**config.mk**
```make
export PLATFORM = sky130hd
export DESIGN_NAME = tmr_tick_gen
export DESIGN_NICKNAME = d
export VERILOG_FILES = /design/src/rtl/tmr_tick_gen.sv
export SDC_FILE = /design/constraint.sdc
export NUM_CORES = 1
export LEC_CHECK = 0
export BUFFER_PORTS_ARGS = -buffer_cell sky130_fd_sc_hd__clkbuf_2
export CAP_MARGIN = 20
export CORE_AREA = 2 2 51 53
export DETAILED_ROUTE_END_ITERATION = 6
export DIE_AREA = 0 0 53 55
export MAX_ROUTING_LAYER = met4
export PLACE_DENSITY = 0.67
export SLEW_MARGIN = 10
export SYNTH_ARGS = -nofsm -noshare
export SYNTH_HDL_FRONTEND = slang
export SYNTH_SLANG_ARGS = --single-unit
```
**constraint.sdc**
```tcl
create_clock -name clk -period 1.5 [get_ports clk]
set_input_delay 0.3 -clock clk [delete_from_list [all_inputs] [get_ports clk]]
set_output_delay 0.3 -clock clk [all_outputs]
set_load 0.005 [all_outputs]
```
**src/rtl/tmr_tick_gen.sv**
```systemverilog
module tmr_tick_gen #(
  parameter int DIV_C0 = 12,
  parameter int DIV_C1 = 4,
  parameter int DIV_C2 = 48,
  parameter int EXT_DIV = 8
) (
  input  logic       clk,
  input  logic       rst_n,
  input  logic       cfg_we,
  input  logic [7:0] cfg_wdata,
  output logic [7:0] cfg_rdata,
  input  logic       ext_clk,
  input  logic       t0_evt_mode,
  input  logic       t1_evt_mode,
  input  logic       t2_split,
  input  logic       t3_split,
  input  logic       t2_alt_tick,
  input  logic       t3_alt_tick,
  output logic       t0_tick,
  output logic       t1_tick,
  output logic       t2_lo_tick,
  output logic       t2_hi_tick,
  output logic       t3_lo_tick,
  output logic       t3_hi_tick
);
  localparam int DMAX = (DIV_C0 > DIV_C1) ? ((DIV_C0 > DIV_C2) ? DIV_C0 : DIV_C2)
                                          : ((DIV_C1 > DIV_C2) ? DIV_C1 : DIV_C2);
  localparam int CW = $clog2(DMAX);
  localparam int EW = $clog2(EXT_DIV);
  localparam logic [CW-1:0] LAST0 = CW'(DIV_C0 - 1);
  localparam logic [CW-1:0] LAST1 = CW'(DIV_C1 - 1);
  localparam logic [CW-1:0] LAST2 = CW'(DIV_C2 - 1);
  localparam logic [EW-1:0] ELAST = EW'(EXT_DIV - 1);

  logic [7:0]    cfg;
  logic [CW-1:0] div_cnt, div_last;
  logic [2:0]    ext_sync;
  logic [EW-1:0] ext_cnt;
  logic          ext_tick, ext_rise, pre_tick, code_chg;

  assign cfg_rdata = cfg;
  assign code_chg  = cfg_we && (cfg_wdata[1:0] != cfg[1:0]);

  always_ff @(posedge clk or negedge rst_n)
    if (!rst_n)      cfg <= '0;
    else if (cfg_we) cfg <= cfg_wdata;

  always_comb
    case (cfg[1:0])
      2'b01:   div_last = LAST1;
      2'b10:   div_last = LAST2;
      default: div_last = LAST0;
    endcase

  always_ff @(posedge clk or negedge rst_n)
    if (!rst_n)                    div_cnt <= '0;
    else if (code_chg)             div_cnt <= '0;
    else if (div_cnt == div_last)  div_cnt <= '0;
    else                           div_cnt <= div_cnt + 1'b1;

  assign ext_rise = ext_sync[1] & ~ext_sync[2];

  always_ff @(posedge clk or negedge rst_n)
    if (!rst_n) begin
      ext_sync <= '0;
      ext_cnt  <= '0;
      ext_tick <= 1'b0;
    end else begin
      ext_sync <= {ext_sync[1:0], ext_clk};
      ext_tick <= ext_rise && (ext_cnt == ELAST);
      if (ext_rise) ext_cnt <= (ext_cnt == ELAST) ? '0 : ext_cnt + 1'b1;
    end

  assign pre_tick   = (cfg[1:0] == 2'b11) ? ext_tick : (div_cnt == div_last);
  assign t0_tick    = !t0_evt_mode && (cfg[2] || pre_tick);
  assign t1_tick    = !t1_evt_mode && (cfg[3] || pre_tick);
  assign t2_lo_tick = cfg[4] || t2_alt_tick;
  assign t2_hi_tick = (t2_split ? cfg[5] : cfg[4]) || t2_alt_tick;
  assign t3_lo_tick = cfg[6] || t3_alt_tick;
  assign t3_hi_tick = (t3_split ? cfg[7] : cfg[6]) || t3_alt_tick;
endmodule

```
Word-level counts from Yosys, hierarchy flattened --
Index checks and enable logic that the tools add are counted.
Cells by class: $add $sub $neg 2, bitwise operators 2, reductions and logical operators 12, equal/unequal tests 6, mux-type cells 7
Operators with widths (count):
- $mux 6 | 2
- $pmux 6 s2 | 1
- $add 6x1->6 const B | 1
- $eq 6x6->1 | 1
- $logic_or 1x1->1 | 6
- $eq 2x2->1 const B | 2
- $logic_and 1x1->1 | 4
- $add 3x1->3 const B | 1
- $eq 3x3->1 const B | 1
- $mux 1 | 3
- $mux 3 | 1
- $eq 2x1->1 const B | 1
- $logic_not 1->1 | 2
- $ne 2x2->1 | 1
- $and 1x1->1 | 1
- $not 1->1 | 1
Storage, ports and cells: input bits 18, output and inout bits 14, bits in registers 21, logic and storage cells 34

Logic depth before layout (Yosys ltp) --
depth in word-level cells 6, gate-level depth with buffers 5, mapped depth without buffers 5

Worst setup path after synthesis --
OpenSTA, ideal clock, no wires.
path type reg-to-output, start register div_cnt[0], end output t0_tick, required time 1200 ps, path buffers 0, arrival 1253 ps, stages on the path, launching flop included 6, slack -53 ps, cell sequence dfrtp_1 -> ha_1 -> nor4b_4 -> o211ai_2 -> o211ai_2 -> o31a_1
Between the ends: cells in the longest elaborated chain, start to end 4
Ends and longest elaborated chain:
- start, declared | line 36 | logic [CW-1:0] div_cnt, div_last;
- start signal, assigned | line 59 | else div_cnt <= div_cnt + 1'b1;
- $eq 6x6->1 | line 74 | assign pre_tick = (cfg[1:0] == 2'b11) ? ext_tick : (div_cnt == div_last);
- $mux 1 | line 74
- $logic_or 1x1->1 | line 75 | assign t0_tick = !t0_evt_mode && (cfg[2] || pre_tick);
- $logic_and 1x1->1 | line 75
- end, declared | line 19 | output logic t0_tick,
Every way passes these cells.

Worst setup path in the final report --
start register div_cnt[0], end output t1_tick
Between the ends: cells in the longest elaborated chain, start to end 4
Ends and longest elaborated chain:
- $eq 6x6->1 | line 74
- $mux 1 | line 74
- $logic_or 1x1->1 | line 76 | assign t1_tick = !t1_evt_mode && (cfg[3] || pre_tick);
- $logic_and 1x1->1 | line 76
- end, declared | line 20 | output logic t1_tick,
Every way passes these cells.

==> results.tsv <==
stage	metric	value	unit
drt	drtPass1Iterations	4	
yosys	syn-num-nets	106	
yosys	ys_ff_latch	21	
floorplanning	num_rows	18	
clock_network	path_clk_slew	0.11	ns
drt	ant_nets	0	
pwr	p_per_area	1080	nW/µm²
worst_setup_path	cp_max_fo	3	
drt	vias_per_cell	5.05	
drt	drt-total-wl	2.07	mm
yosys	syn_area_per_cell	11.7	µm²
pwr	finalPower	1.45	mW
grt	grt_usage	0.171	
finish	final_nets	156	
run_status	violations	setup timing	
worst_setup_path	critPathCaptureType	output port	
worst_setup_path	worstSetupStartpointType	register	
placed_design	dp.cells	155	
floorplanning	die_area	2920	µm²
finish	final_common_cell	clkbuf_2	
yosys	syn_area	998	µm²
pwr	leakagePower	0.668	nW
yosys	synth_top_area_frac	0.526	
yosys	synth.area.top_cells	dfrtp_1, mux2_2, ha_1, xnor2_1, nand2_1	
finish	n_fill_cell	206	
timing	skew	0.0135	ns
worst_setup_path	crit-reg2reg-launch	div_cnt[0]$_DFF_PN0_	
worst_setup_path	reg2reg_depth	6	
grt	overflow	0	
timing	rsz0062_at_grt	yes	
floorplanning	num_io_pins	32	
finish	layout-drive-gt1-share	0.507	
placed_design	hpwl	1.55	mm
drt	vias	829	
worst_hold_path	hold_path.startpoint	ext_clk	
flow_run	maxCapViolCount	0	
clock_network	cts-buffers-inserted	3	
floorplanning	dieHeight	55	µm
finish	final_cell_area	1350	µm²
timing	fin_crit	1.91	ns
yosys	synth.distinct_cells	29	
grt	grt_pass1_wl	3.48	mm
grt	grt_max_degree	22	
worst_setup_path	worstPathRequired	1.20	ns
floorplanning	coreArea	2360	µm²
finish	syn_to_final_growth	34.7	%
finish	n_antenna_cell	0	
worst_setup_path	r2r_slack	0.10	ns
yosys	netlist_instances	85	
worst_hold_path	hold_end	ext_sync[0]$_DFF_PN0_	
timing	whs	0.0980	ns
drt	wl_per_cell	12.6	µm
worst_hold_path	hold_class	primary input to register	
worst_setup_path	worstPathArrival	1.61	ns
clock_network	clock_latency	0.31	ns
finish	fin_util	0.569	
timing	worstMarginPinSlew	0.522	ns
timing	period_share	1.28	
placed_design	pre_cts_ws	-0.0673	ns
clock_network	cts_root_buffer	clkbuf_4	
run_status	status	finished, violations left	
drt	drc	0	
finish	instances_no_fill	164	
yosys	seq_area_frac_synth	0.526	
drt	drt_iter0_drc	17	
finish	seq_area	527	µm²
placed_design	place_congestion	0.877	
pwr	peakVddDrop	632	µV
placed_design	port_buffers	31	
timing	setup_tns	-0.826	ns
yosys	ys.warnings.count	0	
timing	finalHoldViolations	0	
grt	antenna_found_initial	0	
clock_network	clock_sinks	21	
clock_network	clock_path_buffers	2	
yosys	yosys.area.top_type	dfrtp_1	
finish	multi_input_area	479	µm²
timing	setup_ws	-0.414	ns
timing	setup_viol	2	
finish	final_cell_mix	clkbuf_2, dfrtp_1, buf_4	
worst_hold_path	hold_depth	1	
placed_design	postPlaceCellArea	1260	µm²
timing	max_freq	0.522	GHz
floorplanning	die_w	53	µm
timing	finalMaxSlewViolations	0	
worst_setup_path	r2r-end	div_cnt[3]$_DFF_PN0_	
worst_setup_path	criticalPathCategory	register to output port	
grt	grt_pass1_vias	810	
clock_network	cts_tree	built	
timing	relSlewSlack	0.652	
floorplanning	start_util	0.422	
clock_network	htree_levels	1	
[where the power goes]
group	switching, mW	internal [mW]
registers	0.0770	0.662
logic	0.185	0.248
clock network	0.179	0.0996
[Yosys cell counts]
cell type,count
dfrtp_1,21
mux2_2,7
nand2_1,7
nor2_1,5
nor3_1,5
xnor2_1,4
a21oi_1,3
ha_1,3
nand3_1,3
nor2b_1,3
a211o_1,2
nand3b_1,2
o211ai_2,2
o31a_1,2
or2_2,2
a21boi_2,1
a21o_1,1
a311oi_1,1
and2_1,1
and2_4,1
buf_2,1
inv_1,1
nand2b_1,1
nand4_1,1
nor2_2,1
nor3b_1,1
nor4b_4,1
o21ai_0,1
xor2_1,1
[layer usage]
layer,GRT usage,wire (µm),vias to the layer above
met5,-,0,-
met4,0.0769,36,0
met3,0.0296,139,5
met2,0.265,919,29
met1,0.222,971,394
li1,-,-,401
[registers in the layout (all words and copies together), names as in the netlist]
| name | count |
|---|---|
| div_cnt | 6 |
| ext_sync | 3 |
| ext_cnt | 3 |
| ext_tick | 1 |
| cfg_rdata | 8 |
[layout make-up]
class / count / area share
clock inverter: 1 / 0.00372
inverter: 1 / 0.00279
multi-input combinational: 62 / 0.356
timing repair buffer: 46 / 0.201
clock buffer: 3 / 0.0167
tap: 30 / 0.0279
sequential: 21 / 0.392
[timing repair]
action | in CTS | in global routing
pin swaps | 2 | 2
endpoints found under the setup margin | 4 | 9
setup buffers | 3 | 3
gates resized for setup | 0 | 5
endpoints found under the hold margin | 21 | 0
hold buffers | 1 | 0
[worst max-delay path, stage by stage (launching register included)]
cell	delay, ns
dfrtp_1	0.41
ha_2	0.20
nor4b_4	0.13
o211ai_2	0.07
o211ai_2	0.14
o31a_1	0.24
buf_2	0.12
[cells by family (layout without fill, tap and decap cells)]
family          after synthesis  in the layout  synth area share
buf+inv                       2             51           0.00876
simple gates                 34             34             0.197
compound gates               13             13             0.108
mux                           7              7            0.0790
flops                        21             21             0.526
xor+xnor                      5              5            0.0439
fa+ha+maj                     3              3            0.0376
[worst max-delay path by stage]
stage,startpoint,to,slack [ns],cells past startpoint
final,div_cnt[0]$_DFF_PN0_,t1_tick,-0.41,6
after global routing,div_cnt[1]$_DFF_PN0_,t0_tick,-0.48,6
after detailed placement,div_cnt[0]$_DFF_PN0_,t0_tick,-0.07,6
after floorplan,div_cnt[0]$_DFF_PN0_,t0_tick,-0.01,5
after CTS,div_cnt[0]$_DFF_PN0_,t0_tick,-0.42,6
after global placement,div_cnt[0]$_DFF_PN0_,t0_tick,-0.03,6
No activity file was read; power rests on OpenSTA's default activity.
